===== src/rtl/wdt_pkg.sv =====
package wdt_pkg;
  localparam int WDT_DATA_W = 32;
  localparam int WDT_ADDR_W = 5;

  localparam logic [WDT_ADDR_W-1:0] OFS_CTL    = 5'h00;
  localparam logic [WDT_ADDR_W-1:0] OFS_RELOAD = 5'h08;
  localparam logic [WDT_ADDR_W-1:0] OFS_SVC    = 5'h10;
  localparam logic [WDT_ADDR_W-1:0] OFS_COUNT  = 5'h14;

  localparam int BIT_RUN   = 0;
  localparam int BIT_HALT  = 1;
  localparam int BIT_LOWP  = 2;
  localparam int BIT_MODE0 = 9;
  localparam int BIT_MODE1 = 10;

  typedef struct packed {
    logic [1:0] mode;
    logic       lowp_gate;
    logic       halt_gate;
    logic       run;
  } wdt_ctl_t;
endpackage


===== src/rtl/wdt_regs.sv =====
module wdt_regs
  import wdt_pkg::*;
#(
  parameter int DATA_W = 32,
  parameter int ADDR_W = 5,
  parameter logic [DATA_W-1:0] RELOAD_RST = 32'h0000_0400
) (
  input  logic              clk,
  input  logic              rst,
  input  logic              wr,
  input  logic              rd,
  input  logic [ADDR_W-1:0] addr,
  input  logic [DATA_W-1:0] wdata,
  input  logic [DATA_W-1:0] count,
  output wdt_ctl_t          ctl,
  output logic [DATA_W-1:0] reload,
  output logic              run_rise,
  output logic              svc_wr,
  output logic [DATA_W-1:0] rdata
);
  logic sel_ctl, sel_rel, sel_svc, sel_cnt;
  logic [DATA_W-1:0] ctl_view;
  logic [DATA_W-1:0] rd_mux;

  assign sel_ctl = (addr == OFS_CTL);
  assign sel_rel = (addr == OFS_RELOAD);
  assign sel_svc = (addr == OFS_SVC);
  assign sel_cnt = (addr == OFS_COUNT);

  assign run_rise = wr && sel_ctl && wdata[BIT_RUN] && !ctl.run;
  assign svc_wr   = wr && sel_svc;

  always_ff @(posedge clk) begin
    if (rst) begin
      ctl    <= '0;
      reload <= RELOAD_RST;
    end else if (wr) begin
      if (sel_ctl) begin
        ctl.run       <= wdata[BIT_RUN];
        ctl.halt_gate <= wdata[BIT_HALT];
        ctl.lowp_gate <= wdata[BIT_LOWP];
        ctl.mode      <= {wdata[BIT_MODE1], wdata[BIT_MODE0]};
      end
      if (sel_rel) reload <= wdata;
    end
  end

  always_comb begin
    ctl_view            = '0;
    ctl_view[BIT_RUN]   = ctl.run;
    ctl_view[BIT_HALT]  = ctl.halt_gate;
    ctl_view[BIT_LOWP]  = ctl.lowp_gate;
    ctl_view[BIT_MODE0] = ctl.mode[0];
    ctl_view[BIT_MODE1] = ctl.mode[1];
  end

  always_comb begin
    rd_mux = '0;
    if (sel_ctl)      rd_mux = ctl_view;
    else if (sel_rel) rd_mux = reload;
    else if (sel_cnt) rd_mux = ctl.run ? '0 : count;
  end

  always_ff @(posedge clk) begin
    if (rst)     rdata <= '0;
    else if (rd) rdata <= rd_mux;
  end
endmodule


===== src/rtl/wdt_svc_seq.sv =====
module wdt_svc_seq #(
  parameter int DATA_W = 32,
  parameter logic [DATA_W-1:0] KEY_FIRST  = 32'h0000_A602,
  parameter logic [DATA_W-1:0] KEY_SECOND = 32'h0000_B480
) (
  input  logic              clk,
  input  logic              rst,
  input  logic              run,
  input  logic              svc_wr,
  input  logic [DATA_W-1:0] wdata,
  output logic              svc_ok
);
  typedef enum logic {SEQ_IDLE, SEQ_ARMED} seq_t;
  seq_t state;

  assign svc_ok = run && svc_wr && (state == SEQ_ARMED) && (wdata == KEY_SECOND);

  always_ff @(posedge clk) begin
    if (rst || !run)  state <= SEQ_IDLE;
    else if (svc_wr)  state <= (wdata == KEY_FIRST) ? SEQ_ARMED : SEQ_IDLE;
  end
endmodule


===== src/rtl/wdt_down_counter.sv =====
module wdt_down_counter #(
  parameter int DATA_W = 32,
  parameter logic [DATA_W-1:0] MIN_LOAD = 32'h0000_0100
) (
  input  logic              clk,
  input  logic              rst,
  input  logic              run,
  input  logic              halt_gate,
  input  logic              lowp_gate,
  input  logic              halt_i,
  input  logic              lowpwr_i,
  input  logic              load,
  input  logic [DATA_W-1:0] load_val,
  output logic [DATA_W-1:0] count,
  output logic              ticking,
  output logic              expired
);
  logic [DATA_W-1:0] load_eff;

  generate
    if (MIN_LOAD == '0) begin : g_noclamp
      assign load_eff = load_val;
    end else begin : g_clamp
      assign load_eff = (load_val < MIN_LOAD) ? MIN_LOAD : load_val;
    end
  endgenerate

  assign ticking = run && !(halt_gate && halt_i) && !(lowp_gate && lowpwr_i);

  always_ff @(posedge clk) begin
    if (rst) begin
      count   <= '0;
      expired <= 1'b0;
    end else if (load) begin
      count <= load_eff;
    end else if (ticking && count != '0) begin
      count <= count - 1'b1;
      if (count == {{(DATA_W-1){1'b0}}, 1'b1}) expired <= 1'b1;
    end
  end
endmodule


===== src/rtl/wdt_seq_guard.sv =====
module wdt_seq_guard
  import wdt_pkg::*;
#(
  parameter int DATA_W = 32,
  parameter int ADDR_W = 5,
  parameter logic [DATA_W-1:0] RELOAD_RST = 32'h0000_0400,
  parameter logic [DATA_W-1:0] MIN_LOAD   = 32'h0000_0100,
  parameter logic [DATA_W-1:0] KEY_FIRST  = 32'h0000_A602,
  parameter logic [DATA_W-1:0] KEY_SECOND = 32'h0000_B480
) (
  input  logic              clk,
  input  logic              rst,
  input  logic              bus_wr,
  input  logic              bus_rd,
  input  logic [ADDR_W-1:0] bus_addr,
  input  logic [DATA_W-1:0] bus_wdata,
  output logic [DATA_W-1:0] bus_rdata,
  input  logic              halt_i,
  input  logic              lowpwr_i,
  output logic              expired_o
);
  wdt_ctl_t          ctl;
  logic [DATA_W-1:0] reload;
  logic [DATA_W-1:0] count;
  logic              run_rise, svc_wr, svc_ok, load, ticking;

  wdt_regs #(.DATA_W(DATA_W), .ADDR_W(ADDR_W), .RELOAD_RST(RELOAD_RST)) u_regs (
    .clk(clk), .rst(rst), .wr(bus_wr), .rd(bus_rd), .addr(bus_addr),
    .wdata(bus_wdata), .count(count), .ctl(ctl), .reload(reload),
    .run_rise(run_rise), .svc_wr(svc_wr), .rdata(bus_rdata)
  );

  wdt_svc_seq #(.DATA_W(DATA_W), .KEY_FIRST(KEY_FIRST), .KEY_SECOND(KEY_SECOND)) u_seq (
    .clk(clk), .rst(rst), .run(ctl.run), .svc_wr(svc_wr),
    .wdata(bus_wdata), .svc_ok(svc_ok)
  );

  assign load = run_rise || svc_ok;

  wdt_down_counter #(.DATA_W(DATA_W), .MIN_LOAD(MIN_LOAD)) u_cnt (
    .clk(clk), .rst(rst), .run(ctl.run), .halt_gate(ctl.halt_gate),
    .lowp_gate(ctl.lowp_gate), .halt_i(halt_i), .lowpwr_i(lowpwr_i),
    .load(load), .load_val(reload), .count(count), .ticking(ticking),
    .expired(expired_o)
  );
endmodule


===== config.mk =====
export PLATFORM = sky130hd
export DESIGN_NAME = wdt_seq_guard
export DESIGN_NICKNAME = d
export VERILOG_FILES = /design/src/rtl/wdt_pkg.sv /design/src/rtl/wdt_regs.sv /design/src/rtl/wdt_svc_seq.sv /design/src/rtl/wdt_down_counter.sv /design/src/rtl/wdt_seq_guard.sv
export SDC_FILE = /design/constraint.sdc
export NUM_CORES = 1
export LEC_CHECK = 0
export ABC_AREA = 1
export ABC_CLOCK_PERIOD_IN_PS = 1610
export BUFFER_PORTS_ARGS = -buffer_cell sky130_fd_sc_hd__buf_2
export CORE_MARGIN = 3
export CORE_UTILIZATION = 52
export CTS_CLUSTER_SIZE = 8
export DETAILED_ROUTE_END_ITERATION = 7
export MAX_ROUTING_LAYER = met4
export PLACE_DENSITY_LB_ADDON = 0.1
export SLEW_MARGIN = 15
export SYNTH_ARGS = -nofsm -noshare
export SYNTH_HDL_FRONTEND = slang
export SYNTH_SLANG_ARGS = --single-unit

===== constraint.sdc =====
create_clock -name clk -period 1.61 [get_ports clk]
set_input_delay 0.0805 -clock clk [delete_from_list [all_inputs] [get_ports clk]]
set_output_delay 0.0805 -clock clk [all_outputs]
set_load 0.1 [all_outputs]

==> results of run 1 <==
## cells by family after synthesis
logic type / after synthesis / share of synthesized area, %
AOI/OAI and AO/OA: 193 / 18.29
adders and majority gates: 2 / 0.4482
and+or+nand+nor: 442 / 32.47
xor gates and xnor gates: 16 / 2.510
buffers and inverters: 132 / 9.345
DFF: 103 / 36.93
## power breakdown
part           internal (mW)  total (mW)  switching [mW]
Sequential              2.57        2.59          0.0180
Clock                  0.731        1.72           0.987
Combinational          0.327       0.838           0.511
Total                   3.63        5.14            1.52
## path summary, 6_finish.rpt
path / to / cells past startpoint / slack, ps
max: u_cnt.count[14]$_SDFFE_PP0P_ / 9 / -210
min: u_regs.reload[30]$_SDFFE_PP0P_ / 3 / -1
max reg2reg: u_cnt.count[14]$_SDFFE_PP0P_ / 9 / -210
min reg2reg: u_regs.rdata[26]$_SDFFE_PP0P_ / 2 / 480
## layer usage
metal,routed length [um],part of all wire (%),vias up
met5,0,0,-
met3,2071,9.6,99
met1,8610,40,3127
met4,1156,5.3,0
li1,-,-,3275
met2,9838,45,402
## state kept, by name, indices dropped and copies added, names as in the netlist
register       cells
u_regs.reload     32
u_seq.state        1
u_cnt.count       32
u_cnt.expired      1
u_regs.rdata      32
u_regs.ctl         5
## placed cells by master (no fill, tap or decap), drive strengths merged, types with 2 or more instances in the layout
master and count:
o21ai 68, a22oi 5, nand3 46, dlygate4sd3 21, and3 2, nor3 10, ha 2, dfxtp 103
buf 204, nand4 13, xor2 15, nand2 257, nor2 113, inv 96, o22ai 20, a21oi 98
clkbuf 14
## metrics by stage
stage | utilization, % | setup TNS, ps | std cells | total power [mW]
floorplan | - | 0 | 888 | 3.058
global placement | 66.23 | -1871 | 1170 | 3.317
detailed placement | 66.23 | -3004 | 1170 | 3.329
CTS | 71.72 | -655.5 | 1214 | 5.063
global route | 76.45 | -5562 | 1230 | 5.335
finish | 76.45 | -3371 | 1230 | 5.145
## timing repair
| item | in CTS | in global routing |
|---|---|---|
| buffers inserted | 8 | 11 |
| gates resized for setup | 39 | 95 |
| pin swaps | 11 | 27 |
| hold buffers | 21 | 0 |
| endpoints found under the setup margin | 34 | 57 |
| endpoints found under the hold margin | 23 | 0 |
| cloned | 0 | 6 |
## critical path, delay by kind of cell (launching register included)
family                 cells  cell delay (ps)
AO/OA/AOI/OAI              2              360
XOR/XNOR                   1              180
buffers and inverters      1              120
flip-flops                 1              370
AND/OR/NAND/NOR            5              730
## layout make-up
type                       instances  area, um^2
tap                              136       170.2
clock buffer                      10       127.6
multi-input combinational        653        3381
sequential                       103        2082
timing repair buffer             229        1743
inverter                          94       357.8
fill                             802        2442
clock inverter                     5       66.31
==> results by group, run 1 <==
Power
  • Lkg Pwr: 3.667 nW
  • Worst VDD drop: 614.0 uV
  • Pwr/cell area: 648.9 mW/mm^2

Timing
  • Max Transition Viols Final: 0
  • Fin crit share: 113.0%
  • Setup Skew: 7.518 ps
  • Rel. slew slack: 66.64%
  • Worst setup margin: -209.6 ps
  • F_max: 0.5496 GHz
  • RSZ-0062 raised after global routing: true
  • Final Hold Fails: 1
  • Crit path time final: 1820 ps
  • Least-Margin Pin Slew: 503.9 ps
  • Final setup fails: 31
  • Hold Slack: -1.361 ps

Clock tree
  • Worst-path clk slew: 100 ps
  • CTS tree: built
  • TritonCTS Sinks: 103
  • CTS Buf Count: 9
  • Clk_lat worst skew: 400 ps
  • Clock root cell: clkbuf_8
  • Longest Clk Path Bufs: 2
  • H-tree depth: 3

Global route
  • Largest net degree at the start of global routing: 48
  • Total gr overflow: 0
  • Met3 usage: 8.162%
  • Met1 Use GR: 45.10%
  • Most Used Layer, Global Route: met2
  • Met2 Resource Use GR: 53.84%
  • Vias in the first global route: 6,456
  • Global-route wire length before repair: 31.75 mm
  • GRT Resource Usage Total: 35.70%
  • Initial antenna violation count: 0

Cells and area
  • Final instance area: 0.007928 mm^2
  • Ant. Diodes: 0
  • Nets@finish: 1,135
  • Area grow syn2layout: 42.00%
  • Share of cells above drive strength 1: 31.26%

Worst setup path
  • Slowest cell on crit path: dfxtp_2
  • CP Class: reg2reg
  • Crit-path cells: nor2_4 -> buf_4 -> nand2_1 -> nor2_1 -> nand2_2 -> xor2_1 -> o21ai_1 -> nand2_1 -> a21oi_1
  • Worst setup SP type: register
  • Crit-path max FO: 4
  • CP most frequent cell: nand2_1
  • Worst Setup SP: u_cnt.count[10]$_SDFFE_PP0P_
  • CP Data Arrival Time: 2150 ps
  • Crit. End Element: register
  • Worst R2R Start: u_cnt.count[10]$_SDFFE_PP0P_
  • Crit path largest cell delay: 370 ps
  • Required @ worst endpoint: 1940 ps

Drt
  • Vias: 6,903
  • Post-DR wirelength/cell: 17.62 um
  • First-pass DRT Iterations: 7
  • Post-Route WL: 21.68 mm
  • DRC violations left: 0
  • First-iteration detailed-routing DRC count: 757
  • Drt via density: 5.612
  • Routed Antenna Nets: 0

Floorplan
  • Die area: 0.01202 mm^2
  • Top Ports: 76
  • Die Span Y: 109.6 um
  • Die width: 109.6 um
  • Row cnt: 37
  • Initial Util: 53.84%
  • Core region area: 0.01037 mm^2

Flow run
  • Number of max-cap violations: 0

Synth
  • Post-synth top flop: dfxtp_1
  • Yosys warning count: 0
  • Top-count cell post-synth: nand2_1
  • Synthesized area per cell: 6.287 um^2
  • Cell variety after synth: 29
  • Seq/Total Area, Yosys: 36.93%
  • Cell accounting for the most synthesized area: dfxtp_1
  • Synth area leaders: dfxtp_1 (37%), nand2_1 (17%), a21oi_1 (8.8%), nor2_1 (7.3%), inv_1 (6.3%)
  • Post-Synthesis Cell Area: 0.005583 mm^2
  • Ys async rst share: 0%
  • Number of enable flip-flop cells after synthesis: 0
  • #FFs+latches synth: 103
  • Top cells by instance count after synthesis: nand2_1 (254), nor2_1 (108), dfxtp_1 (103)
  • Yosys top cell area share: 36.93%
  • Syn_nets: 933
  • Mapped Cells: 888

Run status
  • Outcome: complete, but fails checks
  • Failing checks: negative hold slack, negative setup slack

Worst hold path
  • Worst hold path type: in2reg
  • Hold Startpoint: bus_wdata[30]

Place
  • Dpl ws: -138.2 ps
  • Placed inst area: 0.006868 mm^2
  • Post-DP HPWL: 14.81 mm
  • Gp weighted congestion: 1.029
  • Port bufs: 75
(Power assumes the default switching activity.)
==> run 2: changes to the inputs <==
--- a/config.mk
+++ b/config.mk
@@ -8,12 +8,12 @@
 export ABC_AREA = 1
 export ABC_CLOCK_PERIOD_IN_PS = 1610
 export BUFFER_PORTS_ARGS = -buffer_cell sky130_fd_sc_hd__buf_2
-export CORE_MARGIN = 3
 export CORE_UTILIZATION = 52
 export CTS_CLUSTER_SIZE = 8
 export DETAILED_ROUTE_END_ITERATION = 7
+export GPL_TIMING_DRIVEN = 0
 export MAX_ROUTING_LAYER = met4
-export PLACE_DENSITY_LB_ADDON = 0.1
+export PLACE_DENSITY = 0.82
 export SLEW_MARGIN = 15
 export SYNTH_ARGS = -nofsm -noshare
 export SYNTH_HDL_FRONTEND = slang
==> results by group, run 2 (synthesis results as in run 1) <==
Clock tree
  • CTS Buf Count: 9
  • CTS tree: built
  • Clk_lat worst skew: 400 ps
  • H-tree depth: 3
  • TritonCTS Sinks: 103
  • Clock root cell: clkbuf_8
  • Worst-path clk slew: 120 ps
  • Longest Clk Path Bufs: 2

Timing
  • RSZ-0062 raised after global routing: true
  • F_max: 0.5216 GHz
  • Max Transition Viols Final: 0
  • TNS Setup: -5619 ps
  • Final Hold Fails: 0
  • Hold Slack: 10.46 ps
  • Crit path time final: 1917 ps
  • Worst setup margin: -307.1 ps
  • Setup Skew: 14.23 ps
  • Fin crit share: 119.1%
  • Final setup fails: 33
  • Least-Margin Pin Slew: 811.1 ps
  • Rel. slew slack: 45.93%

Drt
  • Post-DR wirelength/cell: 17.80 um
  • Routed Antenna Nets: 0
  • Drt via density: 5.880
  • First-pass DRT Iterations: 8
  • First-iteration detailed-routing DRC count: 898
  • Post-Route WL: 20.99 mm
  • DRC violations left: 0
  • Vias: 6,932

Worst setup path
  • CP Class: reg2reg
  • Crit. End Element: register
  • Worst R2R Start: u_cnt.count[9]$_SDFFE_PP0P_
  • CP most frequent cell: nand2_1
  • Crit-path cells: nor2_1 -> nand2_1 -> nor2_2 -> nand2_1 -> xor2_1 -> o21ai_0 -> nand2_1 -> a21oi_2
  • CP Data Arrival Time: 2240 ps
  • Worst setup SP type: register
  • Crit path largest cell delay: 380 ps
  • Crit-path max FO: 4
  • Worst Setup SP: u_cnt.count[9]$_SDFFE_PP0P_
  • Slowest cell on crit path: dfxtp_2
  • Required @ worst endpoint: 1930 ps
  • Setup slack, reg-to-reg: -310 ps

Cells and area
  • Finished Layout Cells: 1,179
  • Most frequent cells in the layout: nand2_1 (242), a21oi_1 (89), inv_1 (87)
  • Final Core Density: 72.37%
  • Commonest non-fill, non-tap cell in the layout: nand2_1
  • Ant. Diodes: 0
  • Filler Cells Inserted: 839
  • Largest regs: u_cnt.count (32), u_regs.rdata (32), u_regs.reload (32)
  • Nets@finish: 1,083
  • Share of cells above drive strength 1: 25.31%
  • Area grow syn2layout: 34.42%

Power
  • Total power: 5.143 mW
  • Lkg Pwr: 3.347 nW
  • Worst VDD drop: 484.8 uV
  • Pwr/cell area: 685.3 mW/mm^2

Global route
  • Global-route wire length before repair: 31.16 mm
  • Total gr overflow: 0
  • Largest net degree at the start of global routing: 23
  • Vias in the first global route: 6,320
  • GRT Resource Usage Total: 37.31%
  • Initial antenna violation count: 0

Run status
  • Failing checks: negative setup slack
  • Outcome: complete, but fails checks

Floorplan
  • Core region area: 0.01037 mm^2
  • Top Ports: 76
  • Row cnt: 37
  • Die area: 0.01115 mm^2
  • Die width: 105.6 um
  • Die Span Y: 105.6 um
  • Initial Util: 53.84%

Flow run
  • Number of max-cap violations: 0

Worst hold path
  • Hold Startpoint: bus_wdata[24]
  • Worst hold path type: in2reg

Place
  • Cell count after placement: 1,099
  • Gp weighted congestion: 1.009
  • Port bufs: 75
  • Post-DP HPWL: 13.39 mm
## run 2: cell types whose count changed in the layout (fill, tap and decap cells not counted), sizes merged
cell | previous run | this run
clkbuf | 14 | 32
clkinv | 1 | 5
bufinv | 1 | 0
buf | 204 | 132
clkinvlp | 1 | 0
dlygate4sd3 | 21 | 22
## run 2: routing by layer
metal / track usage [%] / up-vias / wire, um
li1: - / 3168 / -
met1: 44.64 / 3157 / 7931
met2: 59.35 / 482 / 9594
met3: 7.730 / 125 / 2162
met4: 19.44 / 0 / 1303
met5: - / - / 0
## run 2: layout make-up
| class | instances | area, um^2 | share of cell area (%) |
|---|---|---|---|
| buffer | 38 | 231.5 | 3.084 |
| clock buffer | 9 | 123.9 | 1.651 |
| clock inverter | 7 | 96.34 | 1.284 |
| inverter | 94 | 357.8 | 4.768 |
| multi-input combinational | 653 | 3415 | 45.50 |
| sequential | 103 | 2108 | 28.09 |
| tap | 136 | 170.2 | 2.267 |
| timing repair buffer | 139 | 1002 | 13.35 |
## run 2: path summary, 6_finish.rpt
path                                         end  cells past startpoint
setup reg to reg    u_cnt.count[13]$_SDFFE_PP0P_                      8
setup / recovery    u_cnt.count[13]$_SDFFE_PP0P_                      8
hold reg to reg       u_cnt.expired$_SDFFE_PP0P_                      2
hold / removal    u_regs.reload[24]$_SDFFE_PP0P_                      3
## run 2: report_power, final
part | switching (mW) | internal [mW]
Sequential | 0.0241 | 2.57
Combinational | 0.513 | 0.281
Clock | 1.12 | 0.639
Total | 1.66 | 3.49
## run 2: critical path, delay by kind of cell (launching register included)
family	cells	cell delay [ps]
and+or+nand+nor	5	870
DFF	1	380
AOI/OAI and AO/OA	2	370
xor gates and xnor gates	1	210
## run 2: stage by stage
stage	instance area (um^2)	worst slack, ps
2_1_floorplan	5607	4.793
3_3_place_gp	6152	-493.0
3_5_place_dp	6152	-507.3
4_1_cts	7157	-123.6
5_1_grt	7505	-394.5
6_report	7505	-307.1
## run 2: what timing repair did
action                                  CTS  global route
setup buffers                            27            11
endpoints found under the setup margin   63            47
hold buffers                             22             0
gates resized for setup                  96            86
hold endpoints to repair                 23             0
cloned                                    3             1
pin swaps                                17            16
